## src/rtl/irq_exp_pkg.sv

```systemverilog
package irq_exp_pkg;
  parameter int unsigned OFF_STATUS = 'h16;
  parameter int unsigned OFF_LEVEL  = 'h18;
  parameter int unsigned OFF_EN_SET = 'h1A;
  parameter int unsigned OFF_EN_CLR = 'h1C;

  typedef enum logic [2:0] {
    SEL_NONE,
    SEL_STATUS,
    SEL_LEVEL,
    SEL_EN_SET,
    SEL_EN_CLR
  } reg_sel_e;
endpackage

```

## src/rtl/irq_sync.sv

```systemverilog
module irq_sync #(
  parameter int unsigned WIDTH = 16
) (
  input  logic             clk_i,
  input  logic             rst_ni,
  input  logic [WIDTH-1:0] async_i,
  output logic [WIDTH-1:0] sync_o
);
  logic [WIDTH-1:0] meta_q, sync_q;

  always_ff @(posedge clk_i or negedge rst_ni) begin
    if (!rst_ni) begin
      meta_q <= '0;
      sync_q <= '0;
    end else begin
      meta_q <= async_i;
      sync_q <= meta_q;
    end
  end

  assign sync_o = sync_q;
endmodule

```

## src/rtl/irq_status_bank.sv

```systemverilog
module irq_status_bank #(
  parameter int unsigned WIDTH = 16
) (
  input  logic             clk_i,
  input  logic             rst_ni,
  input  logic [WIDTH-1:0] level_i,
  input  logic             clr_en_i,
  input  logic [WIDTH-1:0] clr_bits_i,
  output logic [WIDTH-1:0] status_o
);
  for (genvar n = 0; n < WIDTH; n++) begin : g_bit
    logic pend_q;
    // set beats clear when the line is still asserted
    always_ff @(posedge clk_i or negedge rst_ni) begin
      if (!rst_ni)                         pend_q <= 1'b0;
      else if (level_i[n])                 pend_q <= 1'b1;
      else if (clr_en_i && clr_bits_i[n])  pend_q <= 1'b0;
    end
    assign status_o[n] = pend_q;
  end
endmodule

```

## src/rtl/irq_mask_reg.sv

```systemverilog
module irq_mask_reg #(
  parameter int unsigned WIDTH = 16
) (
  input  logic             clk_i,
  input  logic             rst_ni,
  input  logic             set_en_i,
  input  logic             clr_en_i,
  input  logic [WIDTH-1:0] bits_i,
  output logic [WIDTH-1:0] mask_o
);
  logic [WIDTH-1:0] mask_q;

  always_ff @(posedge clk_i or negedge rst_ni) begin
    if (!rst_ni)       mask_q <= '0;
    else if (set_en_i) mask_q <= mask_q | bits_i;
    else if (clr_en_i) mask_q <= mask_q & ~bits_i;
  end

  assign mask_o = mask_q;
endmodule

```

## src/rtl/irq_expander.sv

```systemverilog
module irq_expander #(
  parameter int unsigned NUM_LINES = 16,
  parameter int unsigned ADDR_W    = 8
) (
  input  logic                 clk_i,
  input  logic                 rst_ni,
  input  logic [ADDR_W-1:0]    addr_i,
  input  logic                 wr_en_i,
  input  logic [NUM_LINES-1:0] wr_data_i,
  output logic [NUM_LINES-1:0] rd_data_o,
  input  logic [NUM_LINES-1:0] irq_lines_i,
  output logic                 irq_o
);
  import irq_exp_pkg::*;

  localparam logic [ADDR_W-1:0] A_STATUS = ADDR_W'(OFF_STATUS);
  localparam logic [ADDR_W-1:0] A_LEVEL  = ADDR_W'(OFF_LEVEL);
  localparam logic [ADDR_W-1:0] A_EN_SET = ADDR_W'(OFF_EN_SET);
  localparam logic [ADDR_W-1:0] A_EN_CLR = ADDR_W'(OFF_EN_CLR);

  reg_sel_e             sel;
  logic [NUM_LINES-1:0] sync_lvl, stat_q, mask_q;
  logic                 irq_q;

  always_comb begin
    unique case (addr_i)
      A_STATUS: sel = SEL_STATUS;
      A_LEVEL:  sel = SEL_LEVEL;
      A_EN_SET: sel = SEL_EN_SET;
      A_EN_CLR: sel = SEL_EN_CLR;
      default:  sel = SEL_NONE;
    endcase
  end

  irq_sync #(.WIDTH(NUM_LINES)) u_sync (
    .clk_i   (clk_i),
    .rst_ni  (rst_ni),
    .async_i (irq_lines_i),
    .sync_o  (sync_lvl)
  );

  irq_status_bank #(.WIDTH(NUM_LINES)) u_status (
    .clk_i      (clk_i),
    .rst_ni     (rst_ni),
    .level_i    (sync_lvl),
    .clr_en_i   (wr_en_i && sel == SEL_STATUS),
    .clr_bits_i (wr_data_i),
    .status_o   (stat_q)
  );

  irq_mask_reg #(.WIDTH(NUM_LINES)) u_mask (
    .clk_i    (clk_i),
    .rst_ni   (rst_ni),
    .set_en_i (wr_en_i && sel == SEL_EN_SET),
    .clr_en_i (wr_en_i && sel == SEL_EN_CLR),
    .bits_i   (wr_data_i),
    .mask_o   (mask_q)
  );

  always_comb begin
    unique case (sel)
      SEL_STATUS:            rd_data_o = stat_q;
      SEL_LEVEL:             rd_data_o = sync_lvl;
      SEL_EN_SET, SEL_EN_CLR: rd_data_o = mask_q;
      default:               rd_data_o = '0;
    endcase
  end

  always_ff @(posedge clk_i or negedge rst_ni) begin
    if (!rst_ni) irq_q <= 1'b0;
    else         irq_q <= |(stat_q & mask_q);
  end

  assign irq_o = irq_q;
endmodule

```

## config.mk

```make
export PLATFORM = sky130hd
export DESIGN_NAME = irq_expander
export DESIGN_NICKNAME = d
export VERILOG_FILES = /design/src/rtl/irq_exp_pkg.sv /design/src/rtl/irq_sync.sv /design/src/rtl/irq_status_bank.sv /design/src/rtl/irq_mask_reg.sv /design/src/rtl/irq_expander.sv
export SDC_FILE = /design/constraint.sdc
export NUM_CORES = 1
export LEC_CHECK = 0
export ABC_AREA = 1
export BUFFER_PORTS_ARGS = -buffer_cell sky130_fd_sc_hd__buf_2
export CAP_MARGIN = 0
export CORE_MARGIN = 10
export CORE_UTILIZATION = 35
export DETAILED_ROUTE_END_ITERATION = 8
export GPL_TIMING_DRIVEN = 0
export PLACE_DENSITY = 0.52
export SYNTH_ARGS = -nofsm -noshare
export SYNTH_HDL_FRONTEND = slang
export SYNTH_HIERARCHICAL = 1
export SYNTH_SLANG_ARGS = --single-unit
```

## constraint.sdc

```tcl
create_clock -name clk_i -period 2.5 [get_ports clk_i]
set_input_delay 0.125 -clock clk_i [delete_from_list [all_inputs] [get_ports clk_i]]
set_output_delay 0.125 -clock clk_i [all_outputs]
set_load 0.02 [all_outputs]
```

==> results of run 1 <==
cell usage after synthesis (2+ instances only):
cell type  count
nor2_2         2
nand2_4        2
inv_1         22
nand3_2       10
nand3_1       26
buf_4         20
nor2_1        13
buf_12         2
nand2_2       22
dfrtp_1       65
buf_6          3
inv_2          3
nand2_1      148
nand4_1        4
cell type report:
class / instances / area (sq um)
fill: 818 / 4470
sequential: 65 / 1630
multi-input combinational: 229 / 1060
timing repair buffer: 76 / 468
buffer: 26 / 239
clock buffer: 14 / 173
tap: 105 / 131
inverter: 25 / 93.8
clock inverter: 2 / 35.0
how the worst max path moves through the flow:
stage,end
2_1_floorplan,register
3_3_place_gp,register
3_5_place_dp,register
4_1_cts,rd_data_o[8]
5_1_grt,rd_data_o[9]
6_report,rd_data_o[6]
layer usage:
| layer | part of all wire, % | routed length (microns) |
|---|---|---|
| met1 | 48 | 3560 |
| met2 | 45 | 3350 |
| met3 | 4.8 | 351 |
| met4 | 1.4 | 102 |
| met5 | 0 | 0 |
tightest hold or removal path, stage by stage:
cell	delay, ps
buf_2	100
nand2_1	50
nand2_1	50
power by group through the flow:
stage | clock network, mW | logic [mW] | registers (mW)
floorplan | 0 | 0.0431 | 1.12
global placement | 0 | 0.125 | 1.12
detailed placement | 0 | 0.127 | 1.12
CTS | 0.960 | 0.147 | 1.10
global route | 1.00 | 0.162 | 1.10
finish | 0.925 | 0.144 | 1.10
kinds of logic (layout without fill, tap and decap cells):
group	Yosys count	after routing
buffers and inverters	51	143
AND/OR/NAND/NOR	229	229
flip-flops	65	65
repair_timing:
item	CTS	global route
setup endpoints to repair	0	0
hold endpoints to repair	81	0
buffers inserted	0	0
hold buffers	17	0
==> metrics.md, run 1 <==
| Metric | Value |
|---|---|
| Outcome | `finished, final reports clean` |
| Worst setup SP type | `input port` |
| Layout cells sized above 1 | `32.0%` |
| Clock Tree Buf Depth | `2` |
| Synth Register Bits | `65` |
| WL per Instance | `13.6 microns` |
| CTS tree | `yes` |
| PortBufs | `59` |
| Hold Crit Start | `wr_data_i[14]` |
| Dpl cell area | `3450 sq um` |
| Clock Power Share | `42.6%` |
| Post-Synth Adder-Cell Area | `0%` |
| Maximum number of pins on one net before global-route repair | `66` |
| Root buffer cell | `clkbuf_8` |
| CP cell instances | `buf_2, inv_1, nand2_2, nor2_8, nand2_2, nand2_4, buf_12, nand2_2, nand3_2, buf_2` |
| Worst r2r src | `u_status/g_bit[9].pend_q$_DFFE_PN0P_` |
| Post-synth top area share | `53.8%` |
| Pwr/cell area | `567 nW/um^2` |
| Type of the most critical hold path | `in -> reg` |
| Syn. warnings | `6` |
| Worst slack, placed | `942 ps` |
| Antenna Nets Post-Route | `0` |
| Die width | `113 microns` |
| Synth cell types | `17` |
| Worst setup margin | `1120 ps` |
| Leading area contributor after synthesis | `dfrtp_1` |
| Min Clock Period, post-route | `1380 ps` |
| Register area share after synthesis | `53.8%` |
| Leakage | `2.05 nW` |
| Vias per Instance | `4.40` |
| Total global-route track usage | `11.6%` |
| Worst r2r path cells | `5` |
| Post-layout net count | `475` |
| Finish-stage setup viols | `0` |
| Simple-Gate Fraction of Synth Area | `35.2%` |
| Comb power frac | `6.7%` |
| CP Class | `in -> out` |
| Crit path DAT | `1260 ps` |
| Crit-path max cell delay | `220 ps` |
| Worst R2R Setup Slack | `1510 ps` |
| Max cap viols | `0` |
| Total CTS buffers | `9` |
| DRC viols | `0` |
| Initial antenna violation count | `0` |
| RSZ-0062 raised after global routing | `no` |
| Slowest CP cell | `nor2_8` |
| Fin area | `3830 sq um` |
| Total number of vias | `2383` |
| Setup TNS | `0 ps` |
| Most frequent cells in the layout | `148 x nand2_1, 65 x dfrtp_1, 58 x buf_2` |
| Most used DFF post-synth | `dfrtp_1` |
| Routability Congestion | `0.778` |
| Crit path required time | `2380 ps` |
| Final Cycle Share | `55.4%` |
| Internal | `1.69 mW` |
| DP HPWL | `5230 microns` |
| Worst hold margin | `17.1 ps` |
| FP Rows | `33` |
| GR peak layer | `met2` |
| Grt total ovfl | `0` |
| Bufs and invs on worst path | `4` |
| Initial Utilization | `36.4%` |
| Hold path depth | `3` |
| Worst Max-Slew Pin Slew | `809 ps` |
| Reg2Reg Capture Point | `irq_o$_DFF_PN0_` |
| Peak supply drop | `0.000404 V` |
| N_diodes | `0` |
| Clk sinks | `65` |
| Final setup skew | `10.5 ps` |
| Post-synth EDFFs | `0` |
| Crit path max fanout | `10` |
| Commonest non-fill, non-tap cell in the layout | `nand2_1` |
| Fmax | `722 MHz` |
| Sw Ratio | `22.2%` |
| Non-Filler Instances | `542` |
| Die area | `12800 sq um` |
| Most Frequent Cell on Critical Path | `nand2_2` |
| Synth top area cells | `dfrtp_1 54%, nand2_1 18%, buf_4 5.0%, nand2_2 4.6%, nand3_1 4.3%` |
| Mapped Nets | `388` |
| Reg clk slew, reported paths | `70 ps` |
| GR Util met1 | `15.0%` |
| Mapped Cells | `345` |
| Critical path capture point type | `primary output` |
| Number of global-route vias before repair | `2443` |
| Sequential share of power | `50.7%` |
| Mapped Area | `3020 sq um` |
| NetSw | `0.482 mW` |
| CP top delay family | `simple AND/OR/NAND/NOR gates` |
| Initial DRT Pass Iterations | `4` |
| Fin. max-slew vios | `0` |
| Die span in y | `113 microns` |
| CP startpoint | `addr_i[5]` |
| Largest family of logic cells by synthesized area | `simple AND/OR/NAND/NOR gates` |
| First-pass GRT wire length | `12000 microns` |
| Asr flop ratio synth | `100%` |
| Stages on worst setup path | `10` |
| Slew margin rel. | `46.1%` |
| DR iter-0 viols | `108` |
| Synthesized area per cell | `8.76 sq um` |
| Post-Synth XOR/XNOR Area | `0%` |
| Overall power | `2.17 mW` |
| Endpoints failing hold | `0` |
| Complex-gate fraction of the synthesized area | `0%` |
| Mux share of post-synthesis cell area | `0%` |
| Core area | `8300 sq um` |
| Met3 Usage GRT | `3.22%` |
| Final WL | `7370 microns` |
| M2 GR Usage | `18.0%` |
| Dpl cells | `509` |
| Post-cts resize count | `0` |
| CTS H-Tree Depth | `3` |
| Area Growth Syn to Fin | `26.7%` |
| Clock Latency Late Sink | `330 ps` |
| Core Util, Final | `46.1%` |
| IO Pins | `60` |
(Power assumes the default switching activity.)
==> inputs of run 2 (changes only) <==
==> constraint.sdc (replaced) <==
create_clock -name clk_i -period 1.3 [get_ports clk_i]
set_input_delay 0.065 -clock clk_i [delete_from_list [all_inputs] [get_ports clk_i]]
set_output_delay 0.065 -clock clk_i [all_outputs]
set_load 0.02 [all_outputs]
==> run 2 against run 1 <==
Utilization increased by 3.0 points. Critical path type is now reg -> out. Critical endpoint unchanged. Worst hold slack improved by 230 ps. Total power rose by 95%. Die area stayed put. Largest power group unchanged. Global-route usage up 0.14 points. Flip-flop and latch count is the same. Sequential share of layout area is 2.6 points lower.
==> metrics.md, run 2 (synthesis gave the netlist of run 1 again) <==
| Metric | Value |
|---|---|
| Commonest non-fill, non-tap cell in the layout | `nand2_1` |
| Clk sinks | `65 (unchanged)` |
| Worst r2r path cells | `5 (unchanged)` |
| Worst setup SP type | `register` |
| PortBufs | `59 (unchanged)` |
| Final setup skew | `9.45 ps (-1.02 ps)` |
| Worst r2r src | `u_status/g_bit[3].pend_q$_DFFE_PN0P_` |
| Root buffer cell | `clkbuf_8` |
| Final Cycle Share | `96.3%` |
| Grt total ovfl | `0 (unchanged)` |
| Type of the most critical hold path | `in -> reg` |
| Worst Max-Slew Pin Slew | `812 ps (+2.66 ps)` |
| DR iter-0 viols | `94 (-13%)` |
| CP Class | `reg -> out` |
| Worst setup margin | `48.1 ps (-1070 ps)` |
| Slowest CP cell | `dfrtp_1` |
| Maximum number of pins on one net before global-route repair | `66 (unchanged)` |
| Slew margin rel. | `45.9% (-0.18 points)` |
| Finish-stage setup viols | `0 (unchanged)` |
| Total global-route track usage | `11.8% (+0.14 points)` |
| Reg clk slew, reported paths | `70 ps (about the same)` |
| Min Clock Period, post-route | `1250 ps` |
| Die width | `113 microns (unchanged)` |
| First-pass GRT wire length | `12300 microns (+2.1%)` |
| Clock Latency Late Sink | `340 ps (about the same)` |
| Hold Crit Start | `wr_en_i` |
| Endpoints failing hold | `0 (unchanged)` |
| CP cell instances | `buf_4, nand3_1, nand3_2, buf_6` |
| Die span in y | `113 microns (unchanged)` |
| Worst hold margin | `250 ps (+233 ps)` |
| Layout cells sized above 1 | `31.8% (-0.23 points)` |
| Initial antenna violation count | `0 (unchanged)` |
| IO Pins | `60 (unchanged)` |
| N_diodes | `0 (unchanged)` |
| Leakage | `2.16 nW (+5.0%)` |
| Initial DRT Pass Iterations | `4 (unchanged)` |
| Total number of vias | `2485 (+4.3%)` |
| Crit path DAT | `1190 ps (-70 ps)` |
| Crit path max fanout | `2 (-8)` |
| WL per Instance | `13.6 microns (-0.16%)` |
| Most frequent cells in the layout | `148 x nand2_1, 65 x dfrtp_1, 53 x buf_2` |
| Overall power | `4.23 mW (+95%)` |
| Number of global-route vias before repair | `2503 (+2.5%)` |
| Pwr/cell area | `1040 nW/um^2 (+83%)` |
| Final WL | `7660 microns (+3.9%)` |
| Bufs and invs on worst path | `2 (-2)` |
| Reg2Reg Capture Point | `irq_o$_DFF_PN0_` |
| CP top delay family | `flip-flops` |
| Post-layout net count | `497 (+4.6%)` |
| Max cap viols | `0 (unchanged)` |
| CP startpoint | `u_status/g_bit[6].pend_q$_DFFE_PN0P_` |
| Vias per Instance | `4.41 (+0.21%)` |
| Die area | `12800 sq um (unchanged)` |
| Fmax | `799 MHz` |
| Fin. max-slew vios | `0 (unchanged)` |
| Fin area | `4080 sq um (+6.6%)` |
| Crit-path max cell delay | `380 ps (+160 ps)` |
| Hold path depth | `6 (+3)` |
| Setup TNS | `0 ps (unchanged)` |
| Core area | `8300 sq um (unchanged)` |
| CTS tree | `yes` |
| Total CTS buffers | `9 (unchanged)` |
| Critical path capture point type | `primary output` |
| Crit path required time | `1240 ps (-1140 ps)` |
| Routability Congestion | `0.778 (unchanged)` |
| DP HPWL | `5230 microns (unchanged)` |
| Antenna Nets Post-Route | `0 (unchanged)` |
| Worst slack, placed | `-198 ps (-1140 ps)` |
| Clock Tree Buf Depth | `2 (unchanged)` |
| DRC viols | `0 (unchanged)` |
| CTS H-Tree Depth | `3 (unchanged)` |
| Initial Utilization | `36.4% (unchanged)` |
| Worst R2R Setup Slack | `300 ps (-1210 ps)` |
| FP Rows | `33 (unchanged)` |
| Area Growth Syn to Fin | `35.0%` |
| Outcome | `finished, final reports clean` |
| Peak supply drop | `0.000775 V (+92%)` |
| Fillers | `793 (-3.1%)` |
| Dpl cell area | `3450 sq um (unchanged)` |
==> run 2: report_power, final <==
part / leakage, nW / switching (mW) / internal (mW) / total (mW)
Clock: 0.107 / 0.742 / 1.04 / 1.78
Combinational: 1.30 / 0.173 / 0.156 / 0.329
Sequential: 0.749 / 0.0295 / 2.09 / 2.12
==> run 2: layer usage <==
layer	part of all wire, %	GRT usage, %	up-vias
li1	-	-	1259
met4	1.3	4.65	0
met1	47	15.2	1163
met3	5.9	3.01	10
met5	0	0	-
met2	46	18.4	53
==> run 2: worst max-delay path by stage <==
stage	depth (start not counted)	to
global placement	11	register
global route	10	rd_data_o[3]
floorplan	10	register
detailed placement	11	register
CTS	10	rd_data_o[8]
finish	4	rd_data_o[6]
==> run 2: timing repair <==
| action | in CTS | in global routing |
|---|---|---|
| gates resized for setup | 0 | 11 |
| setup endpoints to repair | 0 | 13 |
| endpoints found under the hold margin | 101 | 0 |
| buffers inserted | 0 | 5 |
| hold buffers | 33 | 0 |
==> run 2: metrics by stage <==
stage / std cells / util, %
after floorplan: 345 / -
after global placement: 509 / 41.6
after detailed placement: 509 / 41.6
after CTS: 558 / 48.1
after global routing: 564 / 49.2
final: 564 / 49.2
==> run 2: cell type report <==
class | count | area [sq um] | share of cell area [%]
repair buffers | 97 | 682 | 16.7
plain buffers | 26 | 246 | 6.04
clock inverters | 2 | 35.0 | 0.858
flip-flops and latches | 65 | 1630 | 39.9
well taps | 105 | 131 | 3.22
multi-input cells | 230 | 1090 | 26.8
inverters | 25 | 93.8 | 2.30
clock buffers | 14 | 173 | 4.23
==> run 2: worst reg2reg max path, delay by kind of cell (launching register included) <==
family | cells | cell delay (ps)
flops | 1 | 390
buf+inv | 1 | 140
simple gates | 4 | 380
==> inputs of run 3 (changes only) <==
--- a/config.mk
+++ b/config.mk
@@ -12,7 +12,7 @@
 export CORE_UTILIZATION = 35
 export DETAILED_ROUTE_END_ITERATION = 8
 export GPL_TIMING_DRIVEN = 0
-export PLACE_DENSITY = 0.52
+export PLACE_DENSITY = 0.54
 export SYNTH_ARGS = -nofsm -noshare
 export SYNTH_HDL_FRONTEND = slang
 export SYNTH_HIERARCHICAL = 1
==> constraint.sdc (replaced) <==
create_clock -name clk_i -period 1 [get_ports clk_i]
set_input_delay 0.05 -clock clk_i [delete_from_list [all_inputs] [get_ports clk_i]]
set_output_delay 0.05 -clock clk_i [all_outputs]
set_load 0.02 [all_outputs]
==> run 3 against run 2 <==
The run now ends with negative setup slack left. Design area increased by 22%. Combinational power increased by 77%. Sequential power increased by 30%. Clock power increased by 33%. Critical endpoint is now rd_data_o[10]. Largest cell class unchanged.
==> metrics.md, run 3 (synthesis gave the netlist of run 1 again) <==
| Metric | Value |
|---|---|
| Worst R2R Setup Slack | `-80 ps (-380 ps)` |
| DRC viols | `0 (unchanged)` |
| Antenna Nets Post-Route | `0 (unchanged)` |
| Worst hold margin | `267 ps (+16.4 ps)` |
| Total CTS buffers | `9 (unchanged)` |
| Violated checks | `negative setup slack` |
| Internal | `4.41 mW (+34%)` |
| Clock Power Share | `41.5% (-0.7 points)` |
| Sw Ratio | `22.6% (+0.31 points)` |
| Fillers | `715 (-9.8%)` |
| Leakage | `2.52 nW (+17%)` |
| Max cap viols | `0 (unchanged)` |
| Non-Filler Instances | `590 (+4.6%)` |
| Fmax | `865 MHz` |
| Peak supply drop | `0.000850 V (+9.7%)` |
| CTS tree | `yes` |
| WL per Instance | `14.6 microns (+7.6%)` |
| Crit path max fanout | `2 (unchanged)` |
| Crit path required time | `950 ps (-290 ps)` |
| Overall power | `5.70 mW (+35%)` |
| Outcome | `finished, violations left` |
| First-pass GRT wire length | `13800 microns (+13%)` |
| CP Class | `reg -> out` |
| Commonest non-fill, non-tap cell in the layout | `nand2_1` |
| Min Clock Period, post-route | `1160 ps` |
| Core Util, Final | `59.9% (+11 points)` |
| NetSw | `1.29 mW (+37%)` |
| Endpoints failing hold | `0 (unchanged)` |
| Comb power frac | `10.2% (+2.4 points)` |
| Grt total ovfl | `0 (unchanged)` |
| Slew margin rel. | `61.3% (+15 points)` |
| Worst setup SP type | `register` |
| Seq. cell area | `1630 sq um (unchanged)` |
| Maximum number of pins on one net before global-route repair | `66 (unchanged)` |
| Vias per Instance | `4.58 (+4.0%)` |
| Crit path DAT | `1110 ps (-80 ps)` |
| Worst setup margin | `-156 ps (-204 ps)` |
| Final WL | `8620 microns (+13%)` |
| Clk sinks | `65 (unchanged)` |
| Die width | `113 microns (unchanged)` |
| Total global-route track usage | `13.5% (+1.7 points)` |
| Pwr/cell area | `1150 nW/um^2 (+11%)` |
| Final setup skew | `6.46 ps (-2.99 ps)` |
| Clock Latency Late Sink | `330 ps (about the same)` |
| Root buffer cell | `clkbuf_8` |
| RSZ-0062 raised after global routing | `yes` |
| Dpl cells | `509 (unchanged)` |
| Worst Max-Slew Pin Slew | `580 ps (-231 ps)` |
| Area Growth Syn to Fin | `64.5%` |
| Sequential share of power | `48.3% (-1.7 points)` |
| Fin. max-slew vios | `0 (unchanged)` |
| Critical path capture point type | `primary output` |
| Die area | `12800 sq um (unchanged)` |
| Layout cells sized above 1 | `50.9% (+19 points)` |
| Most frequent cells in the layout | `104 x nand2_1, 65 x dfrtp_1, 54 x nand2_2` |
| Die span in y | `113 microns (unchanged)` |
| PortBufs | `59 (unchanged)` |
| Reg clk slew, reported paths | `70 ps (about the same)` |
| Number of global-route vias before repair | `2836 (+13%)` |
| Clock Tree Buf Depth | `2 (unchanged)` |
| FP Rows | `33 (unchanged)` |
| DP HPWL | `5220 microns (about the same)` |
| CTS H-Tree Depth | `3 (unchanged)` |
| IO Pins | `60 (unchanged)` |
| Core area | `8300 sq um (unchanged)` |
| Post-layout net count | `524 (+5.4%)` |
| Final Cycle Share | `116%` |
| Total number of vias | `2703 (+8.8%)` |
| Initial antenna violation count | `0 (unchanged)` |
| Initial Utilization | `36.4% (unchanged)` |
| Type of the most critical hold path | `in -> async` |
| Multi-input logic area | `1390 sq um (+27%)` |
| DR iter-0 viols | `134 (+43%)` |
| N_diodes | `0 (unchanged)` |
| Routability Congestion | `0.757 (-2.8%)` |
| Finish-stage setup viols | `33 (+33)` |
| Initial DRT Pass Iterations | `4 (unchanged)` |
run 3: cell types whose count changed in the layout (fill, tap and decap cells not counted), sizes merged:
cell	change
nor2	-1
buf	+25
clkbuf	+2
run 3: final timing paths:
| check | from | endpoint | cells past startpoint |
|---|---|---|---|
| min in group clk_i | wr_en_i | register | 7 |
| max | u_status/g_bit[10].pend_q$_DFFE_PN0P_ | rd_data_o[10] | 4 |
| min | rst_ni | u_sync/meta_q[5]$_DFF_PN0_ | 2 |
| max reg2reg | u_status/g_bit[14].pend_q$_DFFE_PN0P_ | irq_o$_DFF_PN0_ | 6 |
| max in group asynchronous | rst_ni | u_status/g_bit[12].pend_q$_DFFE_PN0P_ | 2 |
| min reg2reg | u_sync/meta_q[7]$_DFF_PN0_ | u_sync/sync_o[7]$_DFF_PN0_ | 0 |
run 3: worst max-delay path, cell delays in order, from the launching register on:
cell and delay [ps]:
dfrtp_1 400, buf_6 130, nand2_2 50, nand3_2 60, buf_6 130
run 3: power groups by stage:
stage                     combinational (mW)  sequential (mW)  clock (mW)
final                                  0.582             2.76        2.36
after global routing                   0.641             2.76        2.52
after CTS                              0.524             2.76        2.42
after detailed placement               0.352             2.80           0
after global placement                 0.347             2.80           0
after floorplan                        0.130             2.80           0
run 3: layout make-up:
type | instances | share of cell area [%]
inverters | 25 | 2.64
repair buffers | 135 | 25.6
plain buffers | 16 | 4.23
clock buffers | 13 | 3.60
flip-flops and latches | 65 | 32.7
well taps | 105 | 2.64
multi-input cells | 229 | 27.9
clock inverters | 2 | 0.705
run 3: what timing repair did:
action | in CTS | in global routing
endpoints found under the setup margin | 37 | 114
hold endpoints to repair | 109 | 0
hold buffers | 33 | 0
pin swaps | 40 | 54
buffers inserted | 27 | 13
gates resized for setup | 104 | 53
cloned | 3 | 2
run 3: through the flow:
stage | setup TNS, ps | area (sq um) | setup slack [ps]
after global placement | -43250 | 3530 | -444
final | -2960 | 4970 | -156
after CTS | -2730 | 4700 | -188
after global routing | -5260 | 4970 | -210
after detailed placement | -15520 | 3530 | -453
after floorplan | -114 | 3100 | -17.6
run 3: per-layer routing:
metal | vias up | track usage, % | routed length [microns] | share of wire (%)
met2 | 70 | 21.7 | 4110 | 48
met5 | - | 0 | 0 | 0
met1 | 1295 | 17.0 | 3750 | 44
met4 | 0 | 5.67 | 269 | 3.1
li1 | 1315 | - | - | -
met3 | 23 | 3.22 | 488 | 5.7
